<file path="config.mk">
export PLATFORM = sky130hd
export DESIGN_NAME = rtc_sec_alarm
export DESIGN_NICKNAME = d
export VERILOG_FILES = /design/src/rtl/rtc_sec_alarm.sv
export SDC_FILE = /design/constraint.sdc
export NUM_CORES = 1
export LEC_CHECK = 0
export BUFFER_PORTS_ARGS = -buffer_cell sky130_fd_sc_hd__buf_2
export CAP_MARGIN = 5
export CORE_ASPECT_RATIO = 0.5
export CORE_UTILIZATION = 37
export CTS_CLUSTER_SIZE = 8
export DETAILED_ROUTE_END_ITERATION = 6
export GPL_ROUTABILITY_DRIVEN = 0
export PLACE_DENSITY = 0.59
export SETUP_SLACK_MARGIN = 0.2
export SLEW_MARGIN = 0
export SYNTH_ARGS = -nofsm -noshare
export SYNTH_HDL_FRONTEND = slang
export SYNTH_SLANG_ARGS = --single-unit
</file>
<file path="constraint.sdc">
create_clock -name clk -period 2.7 [get_ports clk]
set_input_delay 0.135 -clock clk [delete_from_list [all_inputs] [get_ports clk]]
set_output_delay 0.135 -clock clk [all_outputs]
set_load 0.03 [all_outputs]
</file>
<file path="src/rtl/rtc_sec_alarm.sv">
module rtc_sec_alarm #(
  parameter int DIV_ALT = 32000,
  parameter int DIV_STD = 32768,
  parameter int AW      = 8
) (
  input  logic          clk,
  input  logic          rst_n,
  input  logic          xtal_en,
  input  logic          det_alt,
  input  logic          det_std,
  input  logic          bus_wr,
  input  logic [AW-1:0] bus_addr,
  input  logic [31:0]   bus_wdata,
  output logic [31:0]   bus_rdata,
  output logic          irq,
  output logic          wake
);
  localparam int DMAX = (DIV_STD > DIV_ALT) ? DIV_STD : DIV_ALT;
  localparam int PW   = $clog2(DMAX) + 1;
  localparam int IW   = AW - 4;
  localparam logic [IW-1:0] IX_CTRL = IW'(0);
  localparam logic [IW-1:0] IX_STAT = IW'(1);
  localparam logic [IW-1:0] IX_SEC  = IW'(3);
  localparam logic [IW-1:0] IX_ALM  = IW'(4);
  localparam logic [IW-1:0] IX_PERS = IW'(6);
  localparam logic [31:0] CTRL_MASK = 32'h0000_0017;
  localparam logic [31:0] PERS_MASK = 32'h0000_00F7;
  localparam logic [PW-1:0] LIM_ALT = PW'(DIV_ALT - 1);
  localparam logic [PW-1:0] LIM_STD = PW'(DIV_STD - 1);

  logic [31:0]   ctrl_q, pers_q, sec_q, alarm_q;
  logic [31:0]   ctrl_d, pers_d;
  logic [PW-1:0] pre_q, pre_lim;
  logic [IW-1:0] idx;
  logic [1:0]    kind;
  logic          aligned, hit;

  assign idx     = bus_addr[AW-1:4];
  assign kind    = bus_addr[3:2];
  assign aligned = (bus_addr[1:0] == 2'b00);
  assign hit     = pers_q[2] && (sec_q == alarm_q);
  assign pre_lim = pers_q[6] ? LIM_ALT : LIM_STD;
  assign irq     = ctrl_q[2] & ctrl_q[0];
  assign wake    = ctrl_q[2] & pers_q[1];

  function automatic logic [31:0] apply(input logic [31:0] old, input logic [31:0] wd,
                                        input logic [1:0] k, input logic [31:0] m);
    case (k)
      2'd0:    apply = wd & m;
      2'd1:    apply = (old | wd) & m;
      2'd2:    apply = old & ~wd;
      default: apply = old;
    endcase
  endfunction

  always_comb begin
    ctrl_d = ctrl_q;
    pers_d = pers_q;
    if (bus_wr && aligned && idx == IX_CTRL) ctrl_d = apply(ctrl_q, bus_wdata, kind, CTRL_MASK);
    if (bus_wr && aligned && idx == IX_PERS) pers_d = apply(pers_q, bus_wdata, kind, PERS_MASK);
    if (hit) begin
      ctrl_d[2] = 1'b1;
      if (pers_q[1]) pers_d[7] = 1'b1;
    end
  end

  always_ff @(posedge clk) begin
    if (!rst_n) begin
      ctrl_q  <= '0;
      pers_q  <= '0;
      sec_q   <= '0;
      alarm_q <= '0;
      pre_q   <= '0;
    end else begin
      ctrl_q <= ctrl_d;
      pers_q <= pers_d;
      if (bus_wr && aligned && idx == IX_ALM && kind == 2'd0) alarm_q <= bus_wdata;
      if (bus_wr && aligned && idx == IX_SEC && kind == 2'd0) begin
        sec_q <= bus_wdata;
        pre_q <= '0;
      end else if (xtal_en) begin
        if (pre_q >= pre_lim) begin
          pre_q <= '0;
          sec_q <= sec_q + 32'd1;
        end else begin
          pre_q <= pre_q + PW'(1);
        end
      end
    end
  end

  always_comb begin
    bus_rdata = '0;
    if (aligned && kind != 2'd3) begin
      case (idx)
        IX_CTRL: bus_rdata = ctrl_q;
        IX_STAT: bus_rdata = {1'b1, 2'b00, det_alt, det_std, 27'd0};
        IX_SEC:  bus_rdata = sec_q;
        IX_ALM:  bus_rdata = alarm_q;
        IX_PERS: bus_rdata = pers_q;
        default: bus_rdata = '0;
      endcase
    end
  end
endmodule

</file>
Word level (Yosys, flattened, before mapping). Index checks and enable logic that the tools add are counted.

$add $sub $neg: 2. Magnitude comparators: 1. Equality and inequality tests: 8. Mux-type cells: 14. Bitwise logic cells: 8. Reductions and logical operators: 22.

Operators by type and width (count): $pmux W32 S3 (2); $pmux W32 S5 (1); $mux W32 (4); $and A32 B32 Y32 (2); $add A32 B1 Y32 const B (1); $eq A32 B32 Y1 (1); $not A32 Y32 (1); $add A16 B1 Y16 const B (1); $ge A16 B15 Y1 (1); $mux W16 (1); $mux W10 (1); $logic_and A1 B1 Y1 (9); $eq A4 B3 Y1 const B (2); $mux W8 (1); $or A8 B8 Y8 (1); $reduce_and A2 Y1 (4); $reduce_bool A2 Y1 (3); $or A5 B5 Y5 (1); $eq A4 B1 Y1 const B (1); $eq A4 B2 Y1 const B (1); $logic_not A2 Y1 (2); $logic_not A4 Y1 (1); $reduce_bool A4 Y1 (1); $mux W1 (3); 8 further kinds (9).

Register bits: 144. Input bits: 46. Output and inout bits: 34. Logic and storage cells: 62.

Longest topological paths before layout.
Word-level depth: 6. Depth in mapped cells: 9. Depth with buffers taken out: 7.

Least setup slack after synthesis. Ideal clock, no wire load.

Path kind: register -> register. From: reg pers_q[6]. To: reg sec_q[6]. Setup time: 74 ps. Data arrival time: 2044 ps. Required time: 2626 ps. Slack: 582 ps. Cell stages (with the launch flop): 8. Buffers on the path: 1. Period minus slack after synthesis: 2118 ps. Path through: dfxtp_1 -> ha_1 -> and4_1 -> a31oi_1 -> or3b_1 -> clkbuf_1 -> or4_1 -> a31oi_1.

Word-level cells in the longest chain between the ends: 4.

Ends and longest elaborated chain: from (decl) (RTL line 31) `logic [31:0] ctrl_q, pers_q, sec_q, alarm_q;`; from (signal assigned) (RTL line 76) `pers_q <= pers_d;`; $mux W10 (RTL line 42) `assign pre_lim = pers_q[6] ? LIM_ALT : LIM_STD;`; $ge A16 B15 Y1 (RTL line 82) `if (pre_q >= pre_lim) begin`; $reduce_bool A2 Y1 (no line); $reduce_and A2 Y1 (no line); to (signal assigned) (RTL line 79) `sec_q <= bus_wdata;`; to (signal assigned) (RTL line 84) `sec_q <= sec_q + 32'd1;`; to (decl) (RTL line 31).

No other way between the ends. A chain may end at the register's enable or synchronous reset.

Worst setup path after layout.
From: reg pre_q[9]. To: reg sec_q[6].

Word-level cells in the longest chain between the ends: 3.

Ends and longest elaborated chain: from (decl) (RTL line 33) `logic [PW-1:0] pre_q, pre_lim;`; from (signal assigned) (RTL line 86) `pre_q <= pre_q + PW'(1);`; $ge A16 B15 Y1 (RTL line 82); $reduce_bool A2 Y1 (no line); $reduce_and A2 Y1 (no line).

No other way between the ends.

==> impl_metrics.env <==
export IMPL_final_setup_tns_ps=0
export IMPL_async_flop_share_pct=0
export IMPL_ys_seq_area_share_pct=40.0
export IMPL_timing_final_crit_share_pct=88.2
export IMPL_slew_violations=0
export IMPL_ys_ff_latch=144
export IMPL_vias=7214
export IMPL_grtUsageMet2_pct=35.6
export IMPL_clk_pin_slew_worst_paths_ps=60
export IMPL_synth_edf_count=0
export IMPL_status="finished with violations"
export IMPL_post_cts_buffers=0
export IMPL_worst_slew_pin_transition_ps=746
export IMPL_cts_tree="yes"
export IMPL_diodes=0
export IMPL_endpoint="sec_q[6]"
export IMPL_grt_setup_unrepaired="no"
export IMPL_clock_path_buffers=2
export IMPL_period_minus_slack_ps=2380
export IMPL_critPathMaxStageDelay_ps=520
export IMPL_antenna_found_initial=0
export IMPL_syn_instance_count=912
export IMPL_io_buffer_count=79
export IMPL_syn_nets=966
export IMPL_clkLatencyLatePin_ps=430
export IMPL_grt_pass1_wl_um=37100
export IMPL_use_met3_pct=4.48
export IMPL_final_common_cell="dfxtp_1"
export IMPL_grt_busiest_layer="met2"
export IMPL_synthFlopType="dfxtp_1"
export IMPL_pwr_density_cell_nw_per_um2=559
export IMPL_cp_arrival_ps=2730
export IMPL_grt_ovfl_total=0
export IMPL_drc=4
export IMPL_start_kind="register"
export IMPL_maxCapViolations=0
export IMPL_max_slew_margin_pct=49.8
export IMPL_violations="DRC"
export IMPL_critical_path_most_common_cell="a31oi_1"
export IMPL_cts_root_buffer="clkbuf_16"
export IMPL_grt_pass1_vias=6605
export IMPL_via_per_inst=5.73
export IMPL_ys_warn_count=0
export IMPL_crit_start="pre_q[9]"
export IMPL_final_antenna_net_count=0
export IMPL_dieArea_um2=20100
export IMPL_critPathKind="reg2reg"
export IMPL_design_power_total_w=0.00493
export IMPL_drt_iter0_drc=753
export IMPL_timing_rr_end="sec_q[6]"
export IMPL_cp_required_ps=3050
export IMPL_first_pass_iters=7
export IMPL_fin_hold_ws_ps=15.2
export IMPL_finClkSkew_ps=10.0
export IMPL_worst_r2r_path_depth=7
export IMPL_syn_area_per_cell_um2=7.91
export IMPL_cp_cell_sequence="ha_1 -> and4_1 -> a31oi_1 -> buf_12 -> or3b_4 -> or4_1 -> a31oi_1"
export IMPL_ys_types=50
export IMPL_hpwl_um=15800
export IMPL_area_growth_pct=22.3
export IMPL_io_pins=80
export IMPL_setup_violations_final=0
export IMPL_syn_area_um2=7210
export IMPL_wl_um=23600
export IMPL_slowest_stage="or4_1"
export IMPL_grt_usage_pct=24.0
export IMPL_rrSetupSlack_ps=320
export IMPL_row_count=35
export IMPL_path_max_fanout=22
export IMPL_dp_cells=1202
export IMPL_p_leak_nw=3.20
export IMPL_cts_buffers=17
export IMPL_ir_drop_uv=421
export IMPL_hold_path_class="in2reg"
export IMPL_grt_max_degree=47
export IMPL_htreeDepth=4
export IMPL_core_um2=18700
export IMPL_drive_gt1_share_pct=15.0
export IMPL_r2r_start="pre_q[9]"
export IMPL_mostFrequentLayoutCells="dfxtp_1, nand2_1, a21oi_1"
export IMPL_die_w_um=199
export IMPL_clock_sinks=144
export IMPL_endpoint_kind="register"
export IMPL_die_h_um=101
export IMPL_initial_utilization_pct=38.5
export IMPL_fillers=1848
export IMPL_nets=1042
export IMPL_hold_viol_final=0
export IMPL_fmax_ghz=0.420
export IMPL_use_met1_pct=35.6
export IMPL_wl_per_cell_um=18.7
export IMPL_fin_cells=1259
## per-layer routing
metal / routed length [µm] / vias up
met3: 1890 / 23
met2: 10100 / 261
li1: - / 3458
met1: 11400 / 3472
met4: 261 / 0
met5: 0 / -
## timing repair
item | CTS | global route
resized for setup | 0 | 1
hold buffers | 26 | 0
endpoints found under the hold margin | 26 | 0
setup endpoints to repair | 0 | 1
## logic make-up (layout without fill, tap and decap cells)
logic type / count (synthesis) / after routing / share of synthesized area [%]
xor gates and xnor gates: 62 / 62 / 7.53
and+or+nand+nor: 352 / 352 / 24.9
adders and majority gates: 8 / 8 / 1.39
muxes: 4 / 4 / 0.555
AOI/OAI and AO/OA: 252 / 252 / 20.8
buffers and inverters: 90 / 178 / 4.88
DFF: 144 / 144 / 40.0
## worst max-delay path: cells and delay by family, from the launching register on
family	cells	cell delay [ps]
flops	1	350
simple gates	3	1160
fa+ha+maj	1	310
compound gates	2	310
buf+inv	1	190
## synthesized netlist by cell type, types with 4 or more instances
library cell | number | area, µm²
and2_1 | 7 | 43.8
inv_1 | 8 | 30.0
a31oi_1 | 7 | 43.8
nand3_1 | 18 | 90.1
nor4b_1 | 4 | 35.0
clkbuf_1 | 67 | 251
buf_1 | 4 | 15.0
nand4_1 | 14 | 87.6
nor2_1 | 39 | 146
xnor2_1 | 48 | 420
mux2i_1 | 4 | 40.0
o31ai_1 | 4 | 30.0
a22oi_1 | 5 | 37.5
buf_2 | 11 | 55.1
and3_1 | 60 | 375
ha_1 | 8 | 100
and4_1 | 8 | 70.1
a222oi_1 | 29 | 290
or4_1 | 5 | 37.5
nor3_1 | 21 | 105
o21ai_0 | 88 | 440
a21oi_1 | 99 | 495
nor4_1 | 19 | 119
xor2_1 | 14 | 123
nand2_1 | 134 | 503
dfxtp_1 | 144 | 2880
or3_1 | 7 | 43.8
## stage by stage
| stage | cell area [µm²] | setup slack [ps] | utilization [%] |
|---|---|---|---|
| after floorplan | 7210 | 582 | - |
| after global placement | 7940 | 358 | 42.3 |
| after detailed placement | 7940 | 315 | 42.3 |
| after CTS | 8810 | 279 | 47.0 |
| after global routing | 8820 | 200 | 47.0 |
| final | 8820 | 318 | 47.0 |
## state kept, by name, summed over array words and instances (netlist names)
name / flops
pers_q: 32
alarm_q: 32
sec_q: 32
ctrl_q: 32
pre_q: 16
## how the worst min path moves through the flow
stage,slack (ps),to,start,cells after the start
2_1_floorplan,270,alarm_q[0],bus_wdata[0],2
3_3_place_gp,410,alarm_q[15],bus_wdata[15],3
3_5_place_dp,410,alarm_q[18],bus_wdata[18],3
4_1_cts,2,alarm_q[8],bus_wdata[8],3
5_1_grt,20,alarm_q[8],bus_wdata[8],3
6_report,20,alarm_q[8],bus_wdata[8],3
## cell type report
type	count	area, µm²	share of cell area (%)
Timing Repair Buffer	139	936	10.6
Sequential cell	144	2880	32.7
Tap cell	259	324	3.68
Inverter	8	30.0	0.341
Clock inverter	13	189	2.14
Multi-Input combinational cell	678	4030	45.7
Clock buffer	18	429	4.87
## report_power, final
group          switching, W  internal [W]  total [W]
logic              0.000177     0.0000991   0.000276
registers        0.00000581       0.00213    0.00214
clock network      0.000971       0.00154    0.00251
total               0.00115       0.00377    0.00493
Power figures use the tool's default switching activity.
